File: src/rtl/ssp_pkg.sv
package ssp_pkg;
  // Strobes from the control sequencer to the datapath
  typedef struct packed {
    logic loadShift;   // copy transmit buffer into transmit shift register
    logic driveBit;    // falling shift edge: present next transmit bit
    logic sampleBit;   // rising shift edge: take receive bit, advance transmit
    logic commitRx;    // eighth rising edge: move received byte to buffer
  } shiftCmd_t;

  localparam logic [1:0] ADDR_DATA   = 2'd0;
  localparam logic [1:0] ADDR_CTRL   = 2'd1;
  localparam logic [1:0] ADDR_STATUS = 2'd2;
  localparam logic [1:0] ADDR_DIV    = 2'd3;

  localparam int CTRL_EXT   = 0;
  localparam int CTRL_TISEL = 1;
  localparam int CTRL_PRE   = 2;
  localparam int CTRL_SYNC  = 6;
endpackage

File: src/rtl/ssp_datapath.sv
module ssp_datapath import ssp_pkg::*; #(
  parameter int DATA_W = 8
) (
  input  logic              clk,
  input  logic              rstN,
  input  logic              wrTxBuf,
  input  logic [DATA_W-1:0] wrData,
  input  shiftCmd_t         cmd,
  input  logic              rxd,
  output logic              txd,
  output logic [DATA_W-1:0] rxBuf
);
  logic [DATA_W-1:0] txBuf, txShift, rxShift;

  always_ff @(posedge clk or negedge rstN) begin
    if (!rstN) begin
      txBuf   <= '0;
      txShift <= '0;
      rxShift <= '0;
      rxBuf   <= '0;
      txd     <= 1'b1;
    end else begin
      if (wrTxBuf) txBuf <= wrData;
      if (cmd.loadShift) txShift <= txBuf;
      else if (cmd.sampleBit) txShift <= txShift >> 1;
      if (cmd.driveBit) txd <= txShift[0];
      if (cmd.sampleBit) rxShift <= {rxd, rxShift[DATA_W-1:1]};
      if (cmd.commitRx) rxBuf <= {rxd, rxShift[DATA_W-1:1]};
    end
  end
endmodule

File: src/rtl/ssp_ctrl.sv
module ssp_ctrl import ssp_pkg::*; #(
  parameter int DATA_W  = 8,
  parameter int DIV_W   = 8,
  parameter int PRE_DIV = 4
) (
  input  logic             clk,
  input  logic             rstN,
  input  logic             syncEn,
  input  logic             extSel,
  input  logic             preSel,
  input  logic             tiSel,
  input  logic [DIV_W-1:0] divisor,
  input  logic             dataWrite,
  input  logic             dataRead,
  input  logic             statusWrite,
  input  logic             extClkIn,
  output shiftCmd_t        cmd,
  output logic             sclkOut,
  output logic             tbe,
  output logic             tsc,
  output logic             rbf,
  output logic             oe,
  output logic             active,
  output logic             txIrq,
  output logic             rxIrq
);
  localparam int CNT_W = DIV_W + $clog2(PRE_DIV) + 1;
  localparam int BIT_W = $clog2(DATA_W);

  logic [CNT_W-1:0] baudCnt, reload;
  logic [BIT_W-1:0] bitCnt;
  logic sclkInt, extMeta, extSync, extPrev;
  logic tick, fallEv, riseEv, lastBit, startEv, chainEv;
  logic prevTbe, prevTsc, prevRbf;

  always_comb begin
    if (preSel) reload = CNT_W'((int'(divisor) + 1) * PRE_DIV - 1);
    else        reload = CNT_W'(divisor);
  end

  assign tick    = (baudCnt == '0);
  assign fallEv  = active & (extSel ? (extPrev & ~extSync) : (tick & sclkInt));
  assign riseEv  = active & (extSel ? (~extPrev & extSync) : (tick & ~sclkInt));
  assign lastBit = riseEv & (bitCnt == BIT_W'(DATA_W - 1));
  assign startEv = ~active & ~tbe & syncEn;
  assign chainEv = lastBit & ~tbe;

  assign cmd.loadShift = startEv | chainEv;
  assign cmd.driveBit  = fallEv;
  assign cmd.sampleBit = riseEv;
  assign cmd.commitRx  = lastBit;

  assign sclkOut = extSel ? 1'b1 : sclkInt;
  assign txIrq   = tiSel ? (tsc & ~prevTsc) : (tbe & ~prevTbe);
  assign rxIrq   = rbf & ~prevRbf;

  always_ff @(posedge clk or negedge rstN) begin
    if (!rstN) begin
      extMeta <= 1'b1;
      extSync <= 1'b1;
      extPrev <= 1'b1;
      active  <= 1'b0;
      sclkInt <= 1'b1;
      baudCnt <= '0;
      bitCnt  <= '0;
      tbe     <= 1'b1;
      tsc     <= 1'b1;
      rbf     <= 1'b0;
      oe      <= 1'b0;
      prevTbe <= 1'b1;
      prevTsc <= 1'b1;
      prevRbf <= 1'b0;
    end else begin
      extMeta <= extClkIn;
      extSync <= extMeta;
      extPrev <= extSync;
      prevTbe <= tbe;
      prevTsc <= tsc;
      prevRbf <= rbf;

      if (startEv) begin
        active  <= 1'b1;
        bitCnt  <= '0;
        baudCnt <= reload;
        sclkInt <= 1'b1;
      end else if (active) begin
        if (!extSel) begin
          baudCnt <= tick ? reload : baudCnt - 1'b1;
          if (tick) sclkInt <= ~sclkInt;
        end
        if (lastBit) bitCnt <= '0;
        else if (riseEv) bitCnt <= bitCnt + 1'b1;
        if (lastBit && tbe) begin
          active  <= 1'b0;
          sclkInt <= 1'b1;
        end
      end

      if (dataWrite) tbe <= 1'b0;
      else if (cmd.loadShift) tbe <= 1'b1;

      if (startEv) tsc <= 1'b0;
      else if (lastBit && tbe) tsc <= 1'b1;

      if (lastBit) rbf <= 1'b1;
      else if (dataRead) rbf <= 1'b0;

      if (lastBit && rbf) oe <= 1'b1;
      else if (statusWrite) oe <= 1'b0;
    end
  end
endmodule

File: src/rtl/sync_serial_port.sv
module sync_serial_port import ssp_pkg::*; #(
  parameter int DATA_W  = 8,
  parameter int DIV_W   = 8,
  parameter int PRE_DIV = 4
) (
  input  logic              clk,
  input  logic              rstN,
  input  logic [1:0]        busAddr,
  input  logic              busWr,
  input  logic              busRd,
  input  logic [DATA_W-1:0] busWdata,
  output logic [DATA_W-1:0] busRdata,
  input  logic              extClkIn,
  input  logic              rxd,
  output logic              txd,
  output logic              sclkOut,
  output logic              txIrq,
  output logic              rxIrq
);
  logic [DATA_W-1:0] ctrlReg, rxBuf;
  logic [DIV_W-1:0]  divReg;
  logic dataWrite, dataRead, statusWrite;
  logic tbeFlag, tscFlag, rbfFlag, oeFlag, shiftActive;
  logic extSel, tiSel;
  shiftCmd_t cmd;

  assign dataWrite   = busWr && (busAddr == ADDR_DATA);
  assign dataRead    = busRd && (busAddr == ADDR_DATA);
  assign statusWrite = busWr && (busAddr == ADDR_STATUS);
  assign extSel      = ctrlReg[CTRL_EXT];
  assign tiSel       = ctrlReg[CTRL_TISEL];

  always_ff @(posedge clk or negedge rstN) begin
    if (!rstN) begin
      ctrlReg <= '0;
      divReg  <= '0;
    end else if (busWr) begin
      if (busAddr == ADDR_CTRL) ctrlReg <= busWdata;
      if (busAddr == ADDR_DIV)  divReg  <= busWdata[DIV_W-1:0];
    end
  end

  always_comb begin
    case (busAddr)
      ADDR_DATA:   busRdata = rxBuf;
      ADDR_CTRL:   busRdata = ctrlReg;
      ADDR_STATUS: busRdata = DATA_W'({oeFlag, tscFlag, rbfFlag, tbeFlag});
      default:     busRdata = DATA_W'(divReg);
    endcase
  end

  ssp_ctrl #(.DATA_W(DATA_W), .DIV_W(DIV_W), .PRE_DIV(PRE_DIV)) i_ctrl (
    .clk(clk), .rstN(rstN),
    .syncEn(ctrlReg[CTRL_SYNC]), .extSel(extSel), .preSel(ctrlReg[CTRL_PRE]),
    .tiSel(tiSel), .divisor(divReg),
    .dataWrite(dataWrite), .dataRead(dataRead), .statusWrite(statusWrite),
    .extClkIn(extClkIn), .cmd(cmd), .sclkOut(sclkOut),
    .tbe(tbeFlag), .tsc(tscFlag), .rbf(rbfFlag), .oe(oeFlag),
    .active(shiftActive), .txIrq(txIrq), .rxIrq(rxIrq)
  );

  ssp_datapath #(.DATA_W(DATA_W)) i_dp (
    .clk(clk), .rstN(rstN), .wrTxBuf(dataWrite), .wrData(busWdata),
    .cmd(cmd), .rxd(rxd), .txd(txd), .rxBuf(rxBuf)
  );
endmodule

File: config.mk
export PLATFORM = sky130hd
export DESIGN_NAME = sync_serial_port
export DESIGN_NICKNAME = d
export VERILOG_FILES = /design/src/rtl/ssp_pkg.sv /design/src/rtl/ssp_datapath.sv /design/src/rtl/ssp_ctrl.sv /design/src/rtl/sync_serial_port.sv
export SDC_FILE = /design/constraint.sdc
export NUM_CORES = 1
export LEC_CHECK = 0
export BUFFER_PORTS_ARGS = -buffer_cell sky130_fd_sc_hd__buf_2
export CORE_MARGIN = 2
export CORE_UTILIZATION = 45
export DETAILED_ROUTE_END_ITERATION = 10
export HOLD_SLACK_MARGIN = 0.08
export PLACE_DENSITY = 0.62
export SLEW_MARGIN = 0
export SYNTH_ARGS = -nofsm -noshare
export SYNTH_HDL_FRONTEND = slang
export SYNTH_SLANG_ARGS = --single-unit
File: constraint.sdc
create_clock -name clk -period 3.7 [get_ports clk]
set_clock_uncertainty 0.1 [all_clocks]
set_input_delay 0.185 -clock clk [delete_from_list [all_inputs] [get_ports clk]]
set_output_delay 0.185 -clock clk [all_outputs]
set_load 0.05 [all_outputs]
==> results of run 1 <==
[flip-flops by register name, indices dropped and copies added (netlist names), 3 cells and up]
name and count:
i_dp.rxBuf 8, ctrlReg 8, i_dp.rxShift 7, divReg 8, i_dp.txShift 8, i_ctrl.baudCnt 11, i_ctrl.bitCnt 3, i_dp.txBuf 8
[power by group through the flow]
stage | Clock, uW | Combinational [uW] | Sequential, uW
finish | 636 | 773 | 1270
global route | 691 | 864 | 1310
CTS | 659 | 781 | 1270
detailed placement | 0 | 764 | 1280
global placement | 0 | 751 | 1270
floorplan | 0 | 626 | 1200
[timing repair]
item	4_1_cts	5_1_grt
endpoints found under the hold margin	94	0
hold buffers	13	0
setup buffers	0	0
[routing by layer]
metal | vias up | track usage, % | part of all wire (%)
met5 | - | 0 | 0
met4 | 0 | 5.525 | 1.6
met3 | 13 | 4.769 | 2.8
met2 | 35 | 30.98 | 48
met1 | 1458 | 28.58 | 48
li1 | 1425 | - | -
[path summary, 6_finish.rpt]
kind                                        start                to  slack (ns)  cells after the start
max in group asynchronous                    rstN  i_ctrl.bitCnt[2]        2.49                      2
worst max-delay path            i_ctrl.baudCnt[0]     i_dp.rxBuf[5]        1.02                      8
worst min-delay path                   busAddr[1]         i_ctrl.oe        0.21                      4
worst min register to register     i_ctrl.extMeta    i_ctrl.extSync        0.26                      0
worst max register to register  i_ctrl.baudCnt[0]     i_dp.rxBuf[5]        1.02                      8
min in group asynchronous                    rstN         divReg[3]        0.41                      2
[final cells by class]
cell class	count	area [um^2]	area share, %
Inverter	13	48.80	1.109
Multi-Input combinational cell	260	1866	42.41
Tap cell	105	131.4	2.986
Timing Repair Buffer	43	290.3	6.598
Clock inverter	7	76.32	1.735
Sequential cell	74	1863	42.35
Clock buffer	9	123.9	2.816
[worst max-delay path: stages (launching register included)]
cell and delay (ns):
dfrtp_1 0.42, inv_1 0.10, ha_1 0.17, nor4b_4 0.32, and4b_1 0.31, o21ai_2 0.06, buf_4 0.23, or2_1 0.46
mux2_4 0.38
[placed cells by master (no fill, tap or decap), drive strengths merged, types with 3 or more instances in the layout]
cell type,instances
mux4,4
dfrtp,65
inv,15
o22ai,5
o311ai,3
nand3,26
nor2,16
nand4,3
nand2,35
mux2,34
or2,5
clkbuf,9
dfstp,9
buf,30
a21oi,15
nor4,3
nor2b,3
a31oi,7
mux2i,5
o221ai,7
nand3b,4
dlygate4sd3,13
nand2b,4
o21ai,27
and3,3
xnor2,5
or3,4
ha,5
a211oi,5
o21a,3
[metrics by stage]
stage,cells,util (%),setup WS [ns]
3_5_place_dp,482,49.03,1.032
2_1_floorplan,373,-,1.370
5_1_grt,511,53.01,0.8613
3_3_place_gp,482,49.03,1.111
4_1_cts,511,53.01,0.9955
6_report,511,53.01,1.024
[cell families after synthesis]
family | Yosys count | share of synthesized area (%)
buffers and inverters | 39 | 4.246
muxes | 43 | 13.83
DFF | 74 | 47.89
and+or+nand+nor | 119 | 16.63
AOI/OAI and AO/OA | 86 | 14.22
xor gates and xnor gates | 7 | 1.576
adders and majority gates | 5 | 1.608
==> flow_summary.json, run 1 <==
{
  "status": "finished, final reports clean",
  "critPathKind": "reg -> reg",
  "synth_top_area_share_pct": 41.81,
  "hold_slack_ns": 0.2137,
  "post_drt_wl_per_cell_um": 17.48,
  "p_comb_share_pct": 28.8,
  "worstPathRequired_ns": 3.84,
  "p_switching_uw": 981.4,
  "ys_types": 58,
  "fin_crit_sh_pct": 72.32,
  "dieArea_um2": 9404,
  "synthCells": 373,
  "power_uw": 2680,
  "synth-edff-count": 0,
  "drive_above_1_share_pct": 25.62,
  "drv_slew": 0,
  "yosysWarnings": 0,
  "pin_count": 28,
  "cts_root_buffer": "clkbuf_8",
  "routabilityCongestion": 0.8856,
  "final_antenna_net_count": 0,
  "dp.final_hpwl_um": 6123,
  "timing.fmax_ghz": 0.3737,
  "avgSynthCellArea_um2": 10.43,
  "placed_area_um2": 4069,
  "cp.arrival_ns": 2.81,
  "fin_area_um2": 4399,
  "dr.pass1.iters": 5,
  "clkLatencyLatePin_ns": 0.35,
  "swShare_pct": 36.62,
  "synth_common_cells": "dfrtp_1, nand2_1, mux2_2",
  "ir_drop_v": 0.0003213,
  "clockBufferDepth": 2,
  "grt_pass1_vias": 2899,
  "routed_wl_um": 8932,
  "clock_sinks": 74,
  "hold_class": "in -> reg",
  "worst_setup_hold_path_clk_slew_ns": 0.09,
  "drtIter0Drc": 175,
  "viasPerCell": 5.736,
  "worst_pin_slew_ns": 0.9296,
  "postCtsResizedCells": 0,
  "p_leak_uw": 0.001875,
  "synth_seq_cells": 74,
  "slew_headroom_pct": 38.03,
  "p_int_uw": 1699,
  "initial_core_util_pct": 46.87,
  "finalHoldViolCount": 0,
  "cp-end-kind": "flip-flop",
  "ys.flop_type": "dfrtp_1",
  "cts_tree": "yes",
  "setup_violations": 0,
  "cts_made_buffers": 9,
  "nFillCells": 754,
  "synthTopCellsByArea": "dfrtp_1, mux2_2, dfstp_2",
  "yosysMostFrequentCell": "dfrtp_1",
  "diodes": 0,
  "grt_max_degree": 75,
  "fin_nets": 422,
  "rsz0062_at_grt": "false",
  "yosys.area.top_type": "dfrtp_1",
  "fin_crit_ns": 2.676,
  "tns_ns": 0,
  "ys_seq_area_share_pct": 47.89,
  "seqPwrFrac_pct": 47.4,
  "area_growth_pct": 13.09,
  "setup.worst_path.start_class": "flip-flop",
  "fp.dieH_um": 96.98,
  "worst-path-max-fanout": 29,
  "synth_area_um2": 3890,
  "htreeDepth": 3,
  "routed-via-count": 2931,
  "floorplan.rows": 33,
  "grt_pass1_wl_um": 15100,
  "io_buffers": 27,
  "clock_power_share_pct": 23.7,
  "drc": 0,
  "synth_async_sr_flop_share_pct": 100.0,
  "power_density_nw_per_um2": 609.3,
  "cap_violations": 0,
  "core_um2": 8299,
  "syn_nets": 394,
  "antenna_found_initial": 0,
  "gr-usage-all-layers_pct": 20.11,
  "dieWidth_um": 96.98,
  "grt-ovfl-total": 0
}
Power figures use the tool's default switching activity.
==> run 2: changes to the inputs <==
--- a/config.mk
+++ b/config.mk
@@ -10,7 +10,7 @@
 export CORE_UTILIZATION = 45
 export DETAILED_ROUTE_END_ITERATION = 10
 export HOLD_SLACK_MARGIN = 0.08
-export PLACE_DENSITY = 0.62
+export PLACE_DENSITY = 0.65
 export SLEW_MARGIN = 0
 export SYNTH_ARGS = -nofsm -noshare
 export SYNTH_HDL_FRONTEND = slang
==> constraint.sdc (replaced) <==
create_clock -name clk -period 2.4 [get_ports clk]
set_clock_uncertainty 0.1 [all_clocks]
set_input_delay 0.12 -clock clk [delete_from_list [all_inputs] [get_ports clk]]
set_output_delay 0.12 -clock clk [all_outputs]
set_load 0.05 [all_outputs]
==> run 2 against run 1 <==
Compared with the run above:
- register-to-register slack got worse by 0.88 ns
- combinational power rose by 64%
- die area did not move
- count of clock-buffer cells in the layout did not move
- core utilization rose by 0.93 points
- hold slack got worse by 0.077 ns
- total power rose by 56%
- non-clock buffer count rose by 10
- cell area rose by 1.8%
- worst setup slack got worse by 0.88 ns
- first-iteration DRC count fell by 22%
- critical path type unchanged
- largest power group unchanged
==> flow_summary.json, run 2 (synthesis results as in run 1) <==
{
  "critPathKind": "reg -> reg",
  "fin_crit_sh_pct": 93.82,
  "dieWidth_um": 96.98,
  "worst_pin_slew_ns": 0.9487,
  "grt_pass1_vias": 3063,
  "power_density_nw_per_um2": 934.9,
  "worstPathRequired_ns": 2.53,
  "hold_class": "in -> reg",
  "ir_drop_v": 0.0005194,
  "pin_count": 28,
  "drv_slew": 0,
  "cp.arrival_ns": 2.39,
  "grt_pass1_wl_um": 15530,
  "drc": 0,
  "clkLatencyLatePin_ns": 0.35,
  "cts_made_buffers": 9,
  "setup_violations": 0,
  "drive_above_1_share_pct": 27.88,
  "core_um2": 8299,
  "fin_crit_ns": 2.252,
  "timing.fmax_ghz": 0.4441,
  "initial_core_util_pct": 46.87,
  "worstRegToRegCells": 7,
  "r2r_start": "i_ctrl.baudCnt[0]",
  "layout_commonest_cell": "dfrtp_1",
  "area_growth_pct": 15.09,
  "gr-usage-all-layers_pct": 20.58,
  "io_buffers": 27,
  "tns_ns": 0,
  "routed_wl_um": 8926,
  "diodes": 0,
  "slew_headroom_pct": 36.75,
  "finalHoldViolCount": 0,
  "reg2reg_to": "i_dp.rxBuf[4]",
  "setup.worst_path.start_class": "flip-flop",
  "htreeDepth": 3,
  "dr.pass1.iters": 4,
  "dieArea_um2": 9404,
  "whs_path_depth": 4,
  "cts_root_buffer": "clkbuf_8",
  "worst_setup_hold_path_clk_slew_ns": 0.08,
  "setup_slack_ns": 0.1483,
  "antenna_found_initial": 0,
  "fp.dieH_um": 96.98,
  "cap_violations": 0,
  "p_leak_uw": 0.001929,
  "post-place-cells": 492,
  "rsz0062_at_grt": "false",
  "place_ws_ns": 0.08756,
  "final_antenna_net_count": 0,
  "rrSetupSlack_ns": 0.15,
  "largest_register": "i_ctrl.baudCnt",
  "min_from": "busAddr[1]",
  "routabilityCongestion": 0.8027,
  "clockBufferDepth": 2,
  "worst-path-max-fanout": 14,
  "instances_no_fill": 521,
  "viasPerCell": 5.787,
  "largest_reg_flops": 11,
  "cts_tree": "yes",
  "post_drt_wl_per_cell_um": 17.13,
  "clock_sinks": 74,
  "grt_max_degree": 75,
  "hold_end": "i_ctrl.oe",
  "final_cell_mix": "dfrtp_1, nand2_1, mux2_2",
  "power_uw": 4185,
  "drtIter0Drc": 137,
  "dp.final_hpwl_um": 6283,
  "cp-end-kind": "flip-flop",
  "routed-via-count": 3015,
  "status": "finished, final reports clean",
  "grt-ovfl-total": 0,
  "floorplan.rows": 33,
  "fin_nets": 432
}
-- run 2: metrics by stage --
step                      hold slack, ns  utilization [%]  instance area [um^2]
final                             0.1366            53.94                  4477
after global routing              0.1687            53.94                  4477
after CTS                         0.1124            53.93                  4476
after detailed placement          0.1285            49.93                  4144
after global placement            0.1290            49.93                  4144
after floorplan                  -0.2756                -                  3890
-- run 2: power breakdown --
part           internal (uW)  switching [uW]
registers               1590             354
logic                    583             683
clock network            487             485
-- run 2: what timing repair did --
item / CTS / global route
endpoints found under the setup margin: 0 / 9
resized for setup: 0 / 2
buffers inserted: 0 / 0
endpoints found under the hold margin: 94 / 0
hold buffers: 13 / 0
-- run 2: how the worst max path moves through the flow --
| stage | startpoint | endpoint | slack (ns) |
|---|---|---|---|
| after global routing | i_ctrl.baudCnt[0] | i_dp.rxBuf[4] | 0.04 |
| after detailed placement | i_ctrl.baudCnt[0] | i_dp.rxBuf[7] | 0.09 |
| final | i_ctrl.baudCnt[0] | i_dp.rxBuf[4] | 0.15 |
| after global placement | i_ctrl.baudCnt[0] | i_dp.rxBuf[2] | 0.11 |
| after floorplan | busAddr[0] | busRdata[4] | 0.20 |
| after CTS | i_ctrl.baudCnt[0] | i_dp.rxBuf[7] | 0.05 |
-- run 2: critical path: stages, from the launching register on --
cell and delay (ns):
dfrtp_1 0.42, inv_1 0.11, ha_1 0.16, nor4b_4 0.21
and4b_1 0.28, o21ai_2 0.07, or2_2 0.44, mux2_4 0.34
-- run 2: layout make-up --
| type | count | area [um^2] |
|---|---|---|
| fillers | 752 | 3822 |
| inverters | 13 | 48.80 |
| clock buffers | 9 | 123.9 |
| clock inverters | 7 | 77.57 |
| flip-flops and latches | 74 | 1863 |
| well taps | 105 | 131.4 |
| repair buffers | 53 | 365.4 |
| multi-input cells | 260 | 1867 |
-- run 2: routing by layer --
layer / share of wire [%] / wire length [um] / track usage, %
met1: 46 / 4076 / 27.45
met2: 49 / 4335 / 33.28
met3: 3.2 / 284 / 4.769
met4: 2.6 / 229 / 6.826
met5: 0 / 0 / 0
